==> config.mk <==
export PLATFORM = sky130hd
export DESIGN_NAME = dram_refresh_mux
export DESIGN_NICKNAME = d
export VERILOG_FILES = /design/src/rtl/dram_ctl_pkg.sv /design/src/rtl/dram_ref_sched.sv /design/src/rtl/dram_addr_mux.sv /design/src/rtl/dram_seq_fsm.sv /design/src/rtl/dram_refresh_mux.sv
export SDC_FILE = /design/constraint.sdc
export NUM_CORES = 1
export LEC_CHECK = 0
export ABC_AREA = 1
export BUFFER_PORTS_ARGS = -buffer_cell sky130_fd_sc_hd__buf_2
export CORE_MARGIN = 1.5
export CORE_UTILIZATION = 60
export CTS_BUF_LIST = sky130_fd_sc_hd__clkbuf_4 sky130_fd_sc_hd__clkbuf_8 sky130_fd_sc_hd__clkbuf_16
export DETAILED_ROUTE_END_ITERATION = 7
export GPL_TIMING_DRIVEN = 0
export PLACE_DENSITY_LB_ADDON = 0.05
export SLEW_MARGIN = 30
export SYNTH_ARGS = -nofsm -noshare
export SYNTH_HDL_FRONTEND = slang
export SYNTH_HIERARCHICAL = 1
export SYNTH_SLANG_ARGS = --single-unit
==> constraint.sdc <==
create_clock -name clk_i -period 2.6 [get_ports clk_i]
set_input_delay 0.26 -clock clk_i [delete_from_list [all_inputs] [get_ports clk_i]]
set_output_delay 0.26 -clock clk_i [all_outputs]
set_load 0.02 [all_outputs]
==> src/rtl/dram_ctl_pkg.sv <==
package dram_ctl_pkg;
  typedef enum logic [2:0] {
    ST_IDLE,
    ST_ROW,
    ST_COL,
    ST_PRE,
    ST_REF
  } seq_state_e;
endpackage

==> src/rtl/dram_ref_sched.sv <==
module dram_ref_sched #(
  parameter int ROW_W        = 11,
  parameter int REF_INTERVAL = 1560
) (
  input  logic             clk_i,
  input  logic             rst_ni,
  input  logic             ref_start_i,
  input  logic             ref_done_i,
  output logic             ref_pend_o,
  output logic [ROW_W-1:0] ref_row_o
);
  localparam int TW = $clog2(REF_INTERVAL);

  logic [TW-1:0] tmr_q;

  always_ff @(posedge clk_i or negedge rst_ni) begin
    if (!rst_ni) begin
      tmr_q      <= '0;
      ref_pend_o <= 1'b0;
      ref_row_o  <= '0;
    end else begin
      if (ref_start_i) ref_pend_o <= 1'b0;
      // interval expiry wins over a same-cycle clear
      if (tmr_q == TW'(REF_INTERVAL - 1)) begin
        tmr_q      <= '0;
        ref_pend_o <= 1'b1;
      end else begin
        tmr_q <= tmr_q + 1'b1;
      end
      if (ref_done_i) ref_row_o <= ref_row_o + 1'b1;  // natural wrap
    end
  end
endmodule

==> src/rtl/dram_addr_mux.sv <==
module dram_addr_mux #(
  parameter int ROW_W = 11,
  parameter int COL_W = 11
) (
  input  logic [ROW_W+COL_W-1:0]                 haddr_i,
  input  logic [ROW_W-1:0]                       ref_row_i,
  input  logic                                   ref_sel_i,
  input  logic                                   col_sel_i,
  output logic [((ROW_W>COL_W)?ROW_W:COL_W)-1:0] addr_o
);
  localparam int BW = (ROW_W > COL_W) ? ROW_W : COL_W;
  localparam int AW = ROW_W + COL_W;

  logic [BW-1:0] row_f, col_f, ref_f;

  always_comb begin
    row_f = BW'(haddr_i[AW-1:COL_W]);
    col_f = BW'(haddr_i[COL_W-1:0]);
    ref_f = BW'(ref_row_i);
    if (ref_sel_i)      addr_o = ref_f;
    else if (col_sel_i) addr_o = col_f;
    else                addr_o = row_f;
  end
endmodule

==> src/rtl/dram_seq_fsm.sv <==
module dram_seq_fsm
  import dram_ctl_pkg::*;
#(
  parameter int AW      = 22,
  parameter int DATA_W  = 4,
  parameter int CAS_LAT = 2,
  parameter int RAS_CYC = 4
) (
  input  logic              clk_i,
  input  logic              rst_ni,
  input  logic              req_i,
  input  logic              we_i,
  input  logic [AW-1:0]     addr_i,
  input  logic [DATA_W-1:0] wdata_i,
  input  logic              ref_pend_i,
  input  logic [DATA_W-1:0] dram_rdata_i,
  output logic              ready_o,
  output logic [DATA_W-1:0] rdata_o,
  output logic [AW-1:0]     haddr_o,
  output logic              ref_start_o,
  output logic              ref_done_o,
  output logic              ref_sel_o,
  output logic              col_sel_o,
  output logic              row_stb_o,
  output logic              col_stb_o,
  output logic              dram_we_o,
  output logic [DATA_W-1:0] dram_wdata_o
);
  localparam int MAXC = (CAS_LAT > RAS_CYC) ? CAS_LAT : RAS_CYC;
  localparam int CW   = $clog2(MAXC + 1);

  seq_state_e        st_q;
  logic [CW-1:0]     cnt_q;
  logic              we_q;
  logic [DATA_W-1:0] wdata_q;
  logic              cas_last, ras_last;

  assign cas_last = (cnt_q == CW'(CAS_LAT - 1));
  assign ras_last = (cnt_q == CW'(RAS_CYC - 1));

  always_ff @(posedge clk_i or negedge rst_ni) begin
    if (!rst_ni) begin
      st_q    <= ST_IDLE;
      cnt_q   <= '0;
      we_q    <= 1'b0;
      wdata_q <= '0;
      haddr_o <= '0;
      rdata_o <= '0;
    end else begin
      unique case (st_q)
        ST_IDLE: begin
          cnt_q <= '0;
          if (ref_pend_i) begin
            st_q <= ST_REF;  // refresh ahead of a waiting host
          end else if (req_i) begin
            st_q    <= ST_ROW;
            we_q    <= we_i;
            wdata_q <= wdata_i;
            haddr_o <= addr_i;
          end
        end
        ST_ROW: st_q <= ST_COL;
        ST_COL: begin
          if (cas_last) begin
            st_q  <= ST_PRE;
            cnt_q <= '0;
            if (!we_q) rdata_o <= dram_rdata_i;
          end else begin
            cnt_q <= cnt_q + 1'b1;
          end
        end
        ST_REF: begin
          if (ras_last) begin
            st_q  <= ST_PRE;
            cnt_q <= '0;
          end else begin
            cnt_q <= cnt_q + 1'b1;
          end
        end
        ST_PRE:  st_q <= ST_IDLE;
        default: st_q <= ST_IDLE;
      endcase
    end
  end

  assign ready_o      = (st_q == ST_IDLE) && !ref_pend_i;
  assign ref_start_o  = (st_q == ST_IDLE) && ref_pend_i;
  assign ref_done_o   = (st_q == ST_REF) && ras_last;
  assign ref_sel_o    = (st_q == ST_REF);
  assign col_sel_o    = (st_q == ST_COL);
  assign row_stb_o    = (st_q == ST_ROW) || (st_q == ST_COL) || (st_q == ST_REF);
  assign col_stb_o    = (st_q == ST_COL);
  assign dram_we_o    = (st_q == ST_COL) && we_q;
  assign dram_wdata_o = wdata_q;
endmodule

==> src/rtl/dram_refresh_mux.sv <==
module dram_refresh_mux #(
  parameter int ROW_W        = 11,
  parameter int COL_W        = 11,
  parameter int DATA_W       = 4,
  parameter int REF_INTERVAL = 1560,
  parameter int CAS_LAT      = 2,
  parameter int RAS_CYC      = 4
) (
  input  logic                                   clk_i,
  input  logic                                   rst_ni,
  input  logic                                   req_i,
  input  logic                                   we_i,
  input  logic [ROW_W+COL_W-1:0]                 addr_i,
  input  logic [DATA_W-1:0]                      wdata_i,
  output logic                                   ready_o,
  output logic [DATA_W-1:0]                      rdata_o,
  output logic [((ROW_W>COL_W)?ROW_W:COL_W)-1:0] addr_o,
  output logic                                   row_stb_o,
  output logic                                   col_stb_o,
  output logic                                   dram_we_o,
  output logic [DATA_W-1:0]                      dram_wdata_o,
  input  logic [DATA_W-1:0]                      dram_rdata_i
);
  localparam int AW = ROW_W + COL_W;

  logic             ref_pend, ref_start, ref_done, ref_sel, col_sel;
  logic [ROW_W-1:0] ref_row;
  logic [AW-1:0]    haddr;

  dram_ref_sched #(.ROW_W(ROW_W), .REF_INTERVAL(REF_INTERVAL)) u_sched (
    .clk_i      (clk_i),
    .rst_ni     (rst_ni),
    .ref_start_i(ref_start),
    .ref_done_i (ref_done),
    .ref_pend_o (ref_pend),
    .ref_row_o  (ref_row)
  );

  dram_seq_fsm #(
    .AW(AW), .DATA_W(DATA_W), .CAS_LAT(CAS_LAT), .RAS_CYC(RAS_CYC)
  ) u_fsm (
    .clk_i       (clk_i),
    .rst_ni      (rst_ni),
    .req_i       (req_i),
    .we_i        (we_i),
    .addr_i      (addr_i),
    .wdata_i     (wdata_i),
    .ref_pend_i  (ref_pend),
    .dram_rdata_i(dram_rdata_i),
    .ready_o     (ready_o),
    .rdata_o     (rdata_o),
    .haddr_o     (haddr),
    .ref_start_o (ref_start),
    .ref_done_o  (ref_done),
    .ref_sel_o   (ref_sel),
    .col_sel_o   (col_sel),
    .row_stb_o   (row_stb_o),
    .col_stb_o   (col_stb_o),
    .dram_we_o   (dram_we_o),
    .dram_wdata_o(dram_wdata_o)
  );

  dram_addr_mux #(.ROW_W(ROW_W), .COL_W(COL_W)) u_amux (
    .haddr_i  (haddr),
    .ref_row_i(ref_row),
    .ref_sel_i(ref_sel),
    .col_sel_i(col_sel),
    .addr_o   (addr_o)
  );
endmodule

Word level (Yosys, flattened, before mapping)
Index checks and enable logic that the tools add are counted.

storage, ports and cells
  register bits = 60
  bits of input ports = 34
  output and inout port bits = 23
  word-level logic and storage cells = 49

operators by class
  add/subtract/negate cells = 3
  eq/ne operators = 9
  mux-type cells = 13
  bitwise logic cells = 2
  reduce and logical (&&, ||, !) cells = 13

operator list
  cell                                                   number
  2-to-1 mux 11 bit                                      3
  adder 11 x 1 -> 11 bit, second input constant          2
  2-to-1 mux 3 bit                                       6
  one-hot mux 3 bit (4 select lines)                     1
  == test 11 bit, second input constant                  1
  one-hot mux 3 bit (3 select lines)                     1
  AND reduction 3 bit                                    3
  == test 3 x 1 -> 1 bit, second input constant          2
  == test 3 x 2 -> 1 bit, second input constant          2
  logical AND 1 bit                                      4
  inequality test 2 x 1 -> 1 bit, second input constant  2
  adder 3 x 1 -> 3 bit, second input constant            1
  == test 3 bit, second input constant                   1
  logical NOT 3 bit                                      1
  inequality test 3 bit, second input constant           1
  nonzero test 3 bit                                     1
  logical OR 1 bit                                       2
  2-to-1 mux 1 bit                                       2
  inverter 1 bit                                         2
  nonzero test 2 bit                                     1
  logical NOT 1 bit                                      1

Depth between registers and ports, before layout
Gate-level depths: netlist of the first run.

  depth after elaboration = 4
  mapped depth = 10
  mapped depth without buffers = 10

Modules after synthesis
The synthesis of the first run kept the hierarchy.

modules (own cells, without submodules)
  module          times used  cells an instance  area each (sq um)  seq. area each (sq um)
  dram_seq_fsm    1           189                1700.4             925.9
  dram_ref_sched  1           133                1141.1             575.6
  dram_addr_mux   1           83                 339.1              0.0

Worst setup path before layout of the first run
No wires, ideal clock.

  path type = register -> register
  from = reg u_fsm.cnt_q[0]
  to = reg u_sched.ref_row_o[10]
  setup time = 117 ps
  arrival = 1497 ps
  required time = 2483 ps
  slack = 986 ps
  stages on the path, launching flop included = 10
  path buffers = 0
  clock period less this slack = 1614 ps
  cells stage by stage = dfrtp_1 ha_1 ha_1 inv_1 nor2_1 nand3_1 nor2_4 nand3_1 nand2_1 nand2_1

on the way
  word-level cells in the longest chain between the ends = 2

RTL lines
  element                 RTL line                text
  from (decl)             dram_seq_fsm.sv:33      logic [CW-1:0] cnt_q;
  from (signal assigned)  dram_seq_fsm.sv:69      cnt_q <= cnt_q + 1'b1;
  from (signal assigned)  dram_seq_fsm.sv:77      cnt_q <= cnt_q + 1'b1;
  == test 3 x 2 -> 1 bit  dram_seq_fsm.sv:39      assign ras_last = (cnt_q == CW'(RAS_CYC - 1));
  logical AND 1 bit       dram_seq_fsm.sv:88      assign ref_done_o = (st_q == ST_REF) && ras_last;
  named net ref_done      dram_refresh_mux.sv:26  logic ref_pend, ref_start, ref_done, ref_sel, col_sel;
  to (signal assigned)    dram_ref_sched.sv:30    if (ref_done_i) ref_row_o <= ref_row_o + 1'b1;
  to (decl)               dram_ref_sched.sv:10    output logic [ROW_W-1:0] ref_row_o

The timed path passes the listed nets, and every way through them passes these cells.
A chain may end at the register's enable or synchronous reset.

Worst setup path in the final report of the first run
  from = reg u_fsm.st_q[2]
  to = out addr_o[1] (netlist name)

on the way
  word-level cells in the longest chain between the ends = 3
  elaborated cells on any way between the ends = 4
  those cells by class = 2 x eq/ne; 2 x mux

RTL lines
  element                 RTL line                text
  from (decl)             dram_seq_fsm.sv:32      seq_state_e st_q;
  from (signal assigned)  dram_seq_fsm.sv:43      st_q <= ST_IDLE;
  from (signal assigned)  dram_seq_fsm.sv:54      st_q <= ST_REF;
  from (signal assigned)  dram_seq_fsm.sv:56      st_q <= ST_ROW;
  == test 3 x 2 -> 1 bit  dram_seq_fsm.sv:90      assign col_sel_o = (st_q == ST_COL);
  named net col_sel       dram_refresh_mux.sv:26
  2-to-1 mux 11 bit       dram_addr_mux.sv:21     else if (col_sel_i) addr_o = col_f;
  2-to-1 mux 11 bit       dram_addr_mux.sv:20     if (ref_sel_i) addr_o = ref_f;
  to (decl)               dram_refresh_mux.sv:17  output logic [((ROW_W>COL_W)?ROW_W:COL_W)-1:0] addr_o,

The timed path passes the listed nets, and every way through them passes these cells.

==> results of run 1 <==
kinds of logic (layout without fill, tap and decap cells):
logic type / count (synthesis) / count (layout)
buf+inv: 72 / 145
flops: 60 / 60
simple gates: 247 / 247
mux: 1 / 1
xor+xnor: 12 / 12
fa+ha+maj: 6 / 6
compound gates: 7 / 7
tightest hold or removal path: stages:
cell	delay [ps]
buf_2	70
nand3_1	60
nand2_1	60
worst paths after layout:
check	startpoint	end	slack (ps)	cells after the start
setup / recovery	u_fsm/st_q[2]$_DFFE_PN0P_	addr_o[1]	400	8
hold / removal	addr_i[1]	u_fsm/haddr_o[1]$_DFFE_PN0P_	150	3
setup reg to reg	u_fsm/cnt_q[0]$_DFFE_PN0P_	u_sched/ref_row_o[10]$_DFFE_PN0P_	640	9
hold reg to reg	u_fsm/rdata_o[3]$_DFFE_PN0P_	u_fsm/rdata_o[3]$_DFFE_PN0P_	470	2
max in group asynchronous	rst_ni	u_fsm/rdata_o[0]$_DFFE_PN0P_	1570	2
min in group asynchronous	rst_ni	u_fsm/haddr_o[6]$_DFFE_PN0P_	520	2
metrics by stage:
stage	setup slack (ps)	cell area [um^2]
2_1_floorplan	986	3180
3_3_place_gp	726	3550
3_5_place_dp	661	3550
4_1_cts	384	3770
5_1_grt	289	3770
6_report	402	3770
cell usage in the layout, fill, tap and decap left out, drive strengths merged:
cell,Yosys,final
bufinv,0,1
ha,6,6
a21oi,1,1
dlygate4sd3,0,1
nand4,4,4
clkinv,0,2
or2,2,2
o21ai,4,4
buf,13,69
nor3,3,3
inv,59,59
xor2,10,10
nand3,56,56
o211ai,1,1
mux2,1,1
o21bai,1,1
clkbuf,0,12
nor2,32,32
clkinvlp,0,1
dfrtp,60,60
xnor2,2,2
nand2,150,150
layout make-up:
type | instances | area, um^2
Clock buffer | 12 | 159
Clock inverter | 4 | 47.5
Timing Repair Buffer | 57 | 293
Buffer | 13 | 119
Tap cell | 70 | 87.6
Fill cell | 422 | 1340
Sequential cell | 60 | 1500
Multi-Input combinational cell | 273 | 1340
Inverter | 59 | 221
what timing repair did:
item / CTS / global route
hold endpoints to repair: 4 / 0
hold buffers: 1 / 0
buffers inserted: 0 / 0
power by group:
| part | internal [mW] | total, mW | switching, mW |
|---|---|---|---|
| clock network | 0.502 | 0.865 | 0.363 |
| logic | 0.618 | 1.71 | 1.09 |
| registers | 1.19 | 1.35 | 0.158 |
flip-flops by register name (all words and copies together) (netlist names):
register            cells
u_sched/ref_pend_o      1
u_sched/tmr_q          11
u_fsm/cnt_q             3
u_sched/ref_row_o      11
u_fsm/dram_wdata_o      4
u_fsm/haddr_o          22
u_fsm/st_q              3
u_fsm/rdata_o           4
u_fsm/we_q              1
per-layer routing:
layer	track usage, %	vias to the layer above	wire (um)
met2	45.5	58	3500
li1	-	1374	-
met1	30.2	1320	2860
met5	0	-	0
met4	10.3	0	110
met3	6.48	10	347
==> reports/qor.yml, run 1 <==
run_status:
  status: "finished clean"
setup_path:
  cpLargestDelayFamily: "buffers and inverters"
  slowest_delay_ps: 420
  critical_path.most_common_cell: "nand2_1"
  end_kind: "primary output"
  critPathRequiredTime_ps: 2340
  worstSetupPathType: "reg -> out"
  arrival_ps: 1940
  cp-start-kind: "flip-flop"
  cp_slowest_cell: "dfrtp_1"
  cp_num_buf_inv: 3
  path_cells: "nor2_1 > nand2_1 > inv_1 > buf_4 > nand2_1 > nand3_1 > nand2_1 > buf_2"
  crit_fanout: 10
synth:
  async_flop_share_pct: 100
  yosysTopAreaCell: "dfrtp_1"
  ys_seq_area_share_pct: 47.2
  ys_top_cells_by_count: "nand2_1 (145), dfrtp_1 (60), inv_1 (58)"
  synth-compound-area-share_pct: 1.26
  synth_mux_area_share_pct: 0.354
  synth.distinct_cells: 28
  synth_top_family_by_area: "simple AND/OR/NAND/NOR gates"
  postSynthCellCount: 405
  synth_xor_area_share_pct: 3.30
  yosys_warnings: 6
  yosys-top-cells-area: "dfrtp_1 (47%), nand2_1 (17%), nand3_1 (8.3%)"
  dominantRegCellSynth: "dfrtp_1"
  synth_most_common_cell: "nand2_1"
  synth_top_area_share_pct: 47.2
  synthesis.area_um2: 3180
  syn_avg_cell_area_um2: 7.85
  synth_enable_flop_cells: 0
  ys_ff_latch: 60
  synth_nets: 445
  synth-simple-area-share_pct: 34.8
  synthAdderAreaFrac_pct: 2.36
grt:
  grt_overflow: 0
  grt_use_total_pct: 25.9
  grt_pass1_wl_um: 10900
  grt_max_degree: 61
  antenna_found_initial: 0
  grt_pass1_vias: 2581
route:
  post-route-drc-count: 0
  ant_nets: 0
  wire_per_inst_um: 12.4
  wl_um: 6820
  dr.pass1.iters: 4
  avgViaCountPerCell: 5.04
  drt_iter0_drc: 133
  vias: 2762
hold_path:
  hold_class: "in -> reg"
timing:
  fin_crit_sh_pct: 84.5
  finalClockSkew_ps: 12.1
  maxSlewHeadroom_pct: 50.2
  min_period_ps: 2200
  worstMarginPinSlew_ps: 747
  finalHoldViolCount: 0
  timing.fmax_ghz: 0.455
  hold_slack_ps: 152
  final-setup-viol-count: 0
  slew_violations: 0
  tns_ps: 0
  rsz0062_at_grt: "false"
power:
  p_leak_nw: 2.15
  vdd_drop_max_v: 0.000783
  p_per_area_nw_per_um2: 1040
  power_mw: 3.93
clock_network:
  cts_made_buffers: 9
  htree_levels: 3
  clk_path_buf_depth: 2
  cts_root_buf: "clkbuf_8"
  cts_tree: "done"
  ctsResizeCount: 0
  clock_latency_ps: 340
  clk_pin_slew_ps: 60
  cts_sinks: 60
final_layout:
  drive_gt1_share_pct: 22.0
  antenna-diode-count: 0
  fin_nets: 513
  post-route-util_pct: 73.8
  finalNonFillerCells: 548
  area_delta_synth_final_pct: 18.4
die:
  num_io_pins: 57
  rows: 26
  die_y_um: 75.8
  die-width_um: 75.8
  core-area_um2: 5110
  die-area_um2: 5750
  start_util_pct: 62.3
placed_design:
  gp_congestion: 0.905
  hpwl_um: 4820
  dp.cells: 531
  portBuffers: 56
flow_run:
  drv_cap: 0
No activity file was read; power rests on OpenSTA's default activity.
==> inputs of run 2 (changes only) <==
- ABC_AREA: 1 -> 0
- CORE_UTILIZATION: 60 -> 50
- clock period: 2.6 -> 1.9 ns (I/O delays scaled with it)
==> run 2 against run 1 <==
Compared with the run above: the flow now finishes with violations (setup timing); hold slack worse by 72 ps; clock power grew 35%; die area up 11%; cell count down 27%; power up 48%; via count shrank 24%; wire length is 8.4% lower; flip-flop and latch count is the same; final area increased by 1.6%; sequential power increased by 43%; largest power group unchanged; highest routed layer unchanged.
==> reports/qor.yml, run 2 <==
clock_network:
  clock_latency_ps: 340  # about the same
  clk_path_buf_depth: 2  # unchanged
  cts_made_buffers: 9  # unchanged
  clk_pin_slew_ps: 80  # was 60 ps
  htree_levels: 3  # unchanged
  cts_root_buf: "clkbuf_8"  # unchanged
  cts_sinks: 60  # unchanged
  cts_tree: "done"  # unchanged
timing:
  worstMarginPinSlew_ps: 768  # was 747 ps
  fin_crit_sh_pct: 107
  rsz0062_at_grt: "true"  # was false
  finalHoldViolCount: 0  # unchanged
  timing.fmax_ghz: 0.493
  finalClockSkew_ps: 16.6  # was 12.1 ps
  slew_violations: 0  # unchanged
  final-setup-viol-count: 11  # was 0
  maxSlewHeadroom_pct: 48.8  # was 50.2%
  fin_ws_ps: -127  # was 402 ps
  min_period_ps: 2030
setup_path:
  slowest_delay_ps: 380  # was 420 ps
  critical_path.most_common_cell: "buf_6"  # was nand2_1
  cp_num_buf_inv: 3  # unchanged
  ff2ff_setup_slack_ps: 0  # was 640 ps
  path_cells: "buf_6 > nor3_4 > buf_6 > mux2i_1 > o21ai_1 > buf_2"  # was nor2_1 > nand2_1 > inv_1 > buf_4 > nand2_1 > nand3_1 > nand2_1 > buf_2
  critPathRequiredTime_ps: 1710  # was 2340 ps
  worstSetupPathType: "reg -> out"  # unchanged
  cp-start-kind: "flip-flop"  # unchanged
  cpLargestDelayFamily: "buffers and inverters"  # unchanged
  arrival_ps: 1840  # was 1940 ps
  cp_slowest_cell: "dfrtp_1"  # unchanged
  end_kind: "primary output"  # unchanged
  crit_fanout: 5  # was 10
synth:
  synth_nets: 273  # was 445
  synth_most_common_cell: "dfrtp_1"  # was nand2_1
  async_flop_share_pct: 100  # unchanged
  synthesis.area_um2: 2940  # was 3180 um^2
  yosys_warnings: 6  # unchanged
  yosysTopAreaCell: "dfrtp_1"  # unchanged
  synth_enable_flop_cells: 0  # unchanged
  dominantRegCellSynth: "dfrtp_1"  # unchanged
  yosys-top-cells-area: "dfrtp_1 (51%), mux2_4 (10%), mux2_2 (4.6%)"  # was dfrtp_1 (47%), nand2_1 (17%), nand3_1 (8.3%)
  syn_avg_cell_area_um2: 12.6  # was 7.85 um^2
  ys_top_cells_by_count: "dfrtp_1 (60), mux2_4 (20), nand2_1 (18)"  # was nand2_1 (145), dfrtp_1 (60), inv_1 (58)
  synth.distinct_cells: 43  # was 28
  ys_seq_area_share_pct: 51.0  # was 47.2%
  postSynthCellCount: 233  # was 405
  ys_ff_latch: 60  # unchanged
  synth_top_area_share_pct: 51.0  # was 47.2%
final_layout:
  antenna-diode-count: 0  # unchanged
  regArea_um2: 1500  # about the same
  multi_input_area_um2: 1400  # was 1340 um^2
  post-route-util_pct: 68.3  # was 73.8%
  design_area_um2: 3830  # was 3770 um^2
  fillers: 446  # was 422
  drive_gt1_share_pct: 49.2  # was 22.0%
  area_delta_synth_final_pct: 30.0  # was 18.4%
  max_flop_register: "u_fsm/haddr_o"  # unchanged
  largest_reg_flops: 22  # unchanged
  reg_top3: "u_fsm/haddr_o (22), u_sched/ref_row_o (11), u_sched/tmr_q (11)"  # unchanged
  layout_commonest_cell: "dfrtp_1"  # was nand2_1
  layout_common_cells: "dfrtp_1 (59), buf_2 (49), buf_4 (26)"  # was nand2_1 (145), dfrtp_1 (60), buf_2 (59)
  fin_nets: 362  # was 513
grt:
  grt_max_degree: 61  # unchanged
  grt_pass1_vias: 2018  # was 2581
  grt_use_total_pct: 20.7  # was 25.9%
  grt_pass1_wl_um: 9910  # was 10900 um
  antenna_found_initial: 0  # unchanged
  grt_overflow: 0  # unchanged
die:
  start_util_pct: 52.5  # was 62.3%
  num_io_pins: 57  # unchanged
  rows: 27  # was 26
  die_y_um: 79.7  # was 75.8 um
  die-width_um: 79.7  # was 75.8 um
  core-area_um2: 5610  # was 5110 um^2
  die-area_um2: 6360  # was 5750 um^2
power:
  p_per_area_nw_per_um2: 1520  # was 1040 nW/um^2
  p_leak_nw: 1.86  # was 2.15 nW
  vdd_drop_max_v: 0.000781  # was 0.000783 V
route:
  ant_nets: 0  # unchanged
  vias: 2087  # was 2762
  wire_per_inst_um: 15.7  # was 12.4 um
  drt_iter0_drc: 75  # was 133
  post-route-drc-count: 0  # unchanged
  avgViaCountPerCell: 5.23  # was 5.04
  dr.pass1.iters: 4  # unchanged
  wl_um: 6250  # was 6820 um
placed_design:
  place_area_um2: 3320  # was 3550 um^2
  gp_congestion: 0.777  # was 0.905
  portBuffers: 56  # unchanged
  hpwl_um: 3970  # was 4820 um
hold_path:
  hold_class: "in -> reg"  # unchanged
run_status:
  status: "complete, but fails checks"  # was finished clean
  violations: "setup timing"
flow_run:
  drv_cap: 0  # unchanged
## run 2: cell count changes after synthesis, sizes merged, moves of 4 or more
cell | before | now
xnor2 | 2 | 8
o21ai | 4 | 11
nand4 | 4 | 10
mux2i | 0 | 11
nand2 | 150 | 19
buf | 13 | 9
nand3 | 56 | 3
nor2 | 32 | 8
mux2 | 1 | 32
inv | 59 | 7
## run 2: kinds of logic (layout without fill, tap and decap cells)
family                     Yosys count  in the layout  synth area share (%)
AOI/OAI and AO/OA                   26             26                  6.12
and+or+nand+nor                     62             62                  12.4
xor gates and xnor gates            18             18                  5.35
muxes                               43             43                  18.5
buffers and inverters               18            112                  4.08
DFF                                 60             60                  51.0
adders and majority gates            6              6                  2.55
## run 2: layout make-up
type,instances,share of cell area (%)
repair buffers,80,13.5
inverters,7,0.752
well taps,72,2.35
flip-flops and latches,60,39.3
multi-input cells,155,36.5
plain buffers,9,2.35
clock inverters,4,1.27
clock buffers,12,3.99
## run 2: report_power, final
| part | internal (mW) | total, mW | switching, mW |
|---|---|---|---|
| clock network | 0.669 | 1.17 | 0.503 |
| logic | 1.43 | 2.72 | 1.29 |
| registers | 1.67 | 1.93 | 0.267 |
## run 2: timing repair
item                       CTS  global route
hold endpoints to repair    60             0
gates resized for setup     21            23
buffers inserted            13             7
pin swaps                    4             9
setup endpoints to repair   20            21
cloned                       1             2
hold buffers                 1             0
## run 2: metrics by stage
step	hold slack (ps)	setup TNS, ps	std cells	total power, mW	worst slack [ps]
after floorplan	-106	0	233	3.57	58.3
after global placement	420	-1460	361	4.17	-209
after detailed placement	315	-1540	361	4.21	-232
after CTS	62.7	-1530	392	5.74	-190
after global routing	58.9	-2070	399	6.13	-206
final	79.9	-855	399	5.83	-127
## run 2: path summary, 6_finish.rpt
| check | depth (start not counted) | start | end |
|---|---|---|---|
| max in group asynchronous | 2 | rst_ni | u_sched/tmr_q[7]$_DFF_PN0_ |
| setup / recovery | 6 | u_fsm/st_q[0]$_DFFE_PN0P_ | addr_o[10] |
| setup reg to reg | 8 | u_fsm/st_q[1]$_DFFE_PN0P_ | u_sched/ref_row_o[9]$_DFFE_PN0P_ |
| hold / removal | 2 | addr_i[18] | u_fsm/haddr_o[18]$_DFFE_PN0P_ |
| min in group asynchronous | 2 | rst_ni | u_fsm/cnt_q[0]$_DFFE_PN0P_ |
| hold reg to reg | 1 | u_sched/ref_row_o[10]$_DFFE_PN0P_ | u_sched/ref_row_o[10]$_DFFE_PN0P_ |
## run 2: metal layers
layer | global-route usage (%) | routed length [um] | up-vias
met5 | 0 | 0 | -
met4 | 6.21 | 57 | 0
met3 | 6.86 | 235 | 6
met2 | 30.8 | 3000 | 39
met1 | 28.7 | 2960 | 1033
li1 | - | - | 1009
==> inputs of run 3 (changes only) <==
- SKIP_CTS_REPAIR_TIMING: default -> 1
==> run 3 against run 2 <==
Compared with the run above: the run still ends with setup timing left; hold slack hardly changed; sequential power is essentially flat; wire length down 3.4%; combinational power down 3%; core utilization is 0.76 points lower; setup slack got worse by 74 ps; first-iteration DRC count shrank 4.0%; critical path depth is 1 higher; count of clock-buffer cells in the layout stayed put; clock skew decreased by 1.4 ps; die area unchanged; maximum frequency is 3.5% lower.
==> reports/qor.yml, run 3 (same netlist as run 2, synthesis figures left out) <==
run_status:
  status: "complete, but fails checks"  # unchanged
  violations: "setup timing"  # unchanged
placed_design:
  gp_congestion: 0.777  # unchanged
  portBuffers: 56  # unchanged
  hpwl_um: 3970  # unchanged
setup_path:
  r2r_start: "u_fsm/st_q[1]$_DFFE_PN0P_"  # unchanged
  cp-startpoint: "u_fsm/st_q[1]$_DFFE_PN0P_"  # was u_fsm/st_q[0]$_DFFE_PN0P_
  arrival_ps: 1910  # was 1840 ps
  slowest_delay_ps: 380  # about the same
  end_kind: "primary output"  # unchanged
  critPathRequiredTime_ps: 1710  # about the same
  crit_fanout: 7  # was 5
  ff2ff_setup_slack_ps: 10  # was 0 ps
  cp_slowest_cell: "dfrtp_1"  # unchanged
  worstSetupPathType: "reg -> out"  # unchanged
  cp-start-kind: "flip-flop"  # unchanged
  critical_path.most_common_cell: "buf_6"  # unchanged
  reg2regPathDepth: 8  # unchanged
  r2r_end: "u_sched/ref_row_o[1]$_DFFE_PN0P_"  # was u_sched/ref_row_o[9]$_DFFE_PN0P_
  path_cells: "buf_6 > inv_4 > nor3_4 > buf_6 > mux2i_2 > o21ai_1 > buf_4"  # was buf_6 > nor3_4 > buf_6 > mux2i_1 > o21ai_1 > buf_2
timing:
  worstMarginPinSlew_ps: 754  # was 768 ps
  final-setup-viol-count: 11  # unchanged
  fin_crit_sh_pct: 111  # was 107%
  finalHoldViolCount: 0  # unchanged
  min_period_ps: 2100  # was 2030 ps
  tns_ps: -1460  # was -855 ps
  timing.fmax_ghz: 0.476  # was 0.493 GHz
  maxSlewHeadroom_pct: 49.7  # was 48.8%
  finalClockSkew_ps: 15.1  # was 16.6 ps
  rsz0062_at_grt: "true"  # unchanged
  fin_ws_ps: -201  # was -127 ps
  slew_violations: 0  # unchanged
power:
  pwr-share-seq_pct: 33.4  # was 33.2%
  clock_power_share_pct: 20.4  # was 20.1%
  power_mw: 5.75  # was 5.83 mW
  p_int_mw: 3.71  # was 3.77 mW
  p_per_area_nw_per_um2: 1520  # about the same
  p_leak_nw: 1.85  # was 1.86 nW
  pwr-share-comb_pct: 46.2  # was 46.7%
  switchingPower_mw: 2.04  # was 2.06 mW
  vdd_drop_max_v: 0.000779  # was 0.000781 V
  p_sw_share_pct: 35.5  # was 35.3%
final_layout:
  largest_reg_flops: 22  # unchanged
  drive_gt1_share_pct: 48.5  # was 49.2%
  reg_top3: "u_fsm/haddr_o (22), u_sched/ref_row_o (11), u_sched/tmr_q (11)"  # unchanged
  multi_input_area_um2: 1390  # was 1400 um^2
  regArea_um2: 1500  # about the same
  max_flop_register: "u_fsm/haddr_o"  # unchanged
  layout_common_cells: "dfrtp_1 (60), buf_2 (53), buf_4 (25)"  # was dfrtp_1 (59), buf_2 (49), buf_4 (26)
  antenna-diode-count: 0  # unchanged
  layout_commonest_cell: "dfrtp_1"  # unchanged
  fillers: 441  # was 446
  fin_nets: 363  # was 362
  area_delta_synth_final_pct: 28.6  # was 30.0%
clock_network:
  cts_tree: "done"  # unchanged
  cts_sinks: 60  # unchanged
  clk_pin_slew_ps: 70  # was 80 ps
  cts_made_buffers: 9  # unchanged
  cts_root_buf: "clkbuf_8"  # unchanged
  htree_levels: 3  # unchanged
  clk_path_buf_depth: 2  # unchanged
  clock_latency_ps: 340  # about the same
route:
  wl_um: 6040  # was 6250 um
  avgViaCountPerCell: 5.17  # was 5.23
  post-route-drc-count: 0  # unchanged
  ant_nets: 0  # unchanged
  wire_per_inst_um: 15.1  # was 15.7 um
  dr.pass1.iters: 4  # unchanged
  drt_iter0_drc: 72  # was 75
  vias: 2069  # was 2087
flow_run:
  drv_cap: 0  # unchanged
die:
  die-width_um: 79.7  # unchanged
  num_io_pins: 57  # unchanged
  core-area_um2: 5610  # unchanged
  die_y_um: 79.7  # unchanged
  start_util_pct: 52.5  # unchanged
  die-area_um2: 6360  # unchanged
  rows: 27  # unchanged
hold_path:
  hold_class: "in -> reg"  # unchanged
  hold_end: "u_fsm/haddr_o[18]$_DFFE_PN0P_"  # unchanged
  hold_path_depth: 2  # unchanged
  min_from: "addr_i[18]"  # unchanged
grt:
  grt_overflow: 0  # unchanged
  grt_pass1_vias: 1915  # was 2018
  grt_use_total_pct: 19.6  # was 20.7%
  antenna_found_initial: 0  # unchanged
  grt_max_degree: 61  # unchanged
  grt_pass1_wl_um: 9400  # was 9910 um
run 3: changes by cell type in the layout (fill, tap and decap cells not counted), sizes merged:
cell	delta
buf	-1
clkbuf	+2
run 3: worst max-delay path, delay by kind of cell, from the launching register on:
| family | cells | cell delay (ps) |
|---|---|---|
| flops | 1 | 380 |
| buf+inv | 4 | 560 |
| mux | 1 | 240 |
| simple gates | 1 | 270 |
| compound gates | 1 | 110 |
run 3: worst max-delay path by stage:
stage | end | slack [ps]
CTS | addr_o[0] | -490
floorplan | u_sched/ref_row_o[9]$_DFFE_PN0P_ | 60
global placement | u_sched/ref_row_o[9]$_DFFE_PN0P_ | -210
finish | addr_o[2] | -200
detailed placement | u_sched/ref_row_o[9]$_DFFE_PN0P_ | -230
global route | addr_o[2] | -290
run 3: stage by stage:
step                std cells  utilization (%)  instance area (um^2)  setup WS, ps  hold WS, ps
floorplan                 233                -                  2940          58.3         -106
global placement          361             59.1                  3310          -209          420
detailed placement        361             59.1                  3320          -232          315
CTS                       377             62.7                  3520          -490        -60.0
global route              400             67.5                  3780          -295         57.4
finish                    400             67.5                  3780          -201         79.9
run 3: layout make-up:
cell class,instances,share of cell area [%]
plain buffers,11,2.81
clock buffers,12,4.03
clock inverters,4,1.29
inverters,7,0.760
multi-input cells,155,36.6
flip-flops and latches,60,39.7
well taps,72,2.38
repair buffers,79,12.4
run 3: metal layers:
layer  share of wire, %  GRT usage (%)  vias to the layer above  routed length, um
li1                   -              -                     1013                  -
met1                 49           28.4                     1011               2960
met2                 46           27.5                       39               2770
met3                4.0           6.86                        6                239
met4                1.0           6.21                        0                 61
met5                  0              0                        -                  0
run 3: power groups by stage:
stage / Clock [mW] / Combinational, mW / Sequential [mW]
2_1_floorplan: 0 / 1.61 / 1.96
3_3_place_gp: 0 / 2.28 / 1.89
3_5_place_dp: 0 / 2.30 / 1.91
4_1_cts: 1.20 / 2.30 / 1.89
5_1_grt: 1.27 / 2.81 / 1.97
6_report: 1.17 / 2.65 / 1.92
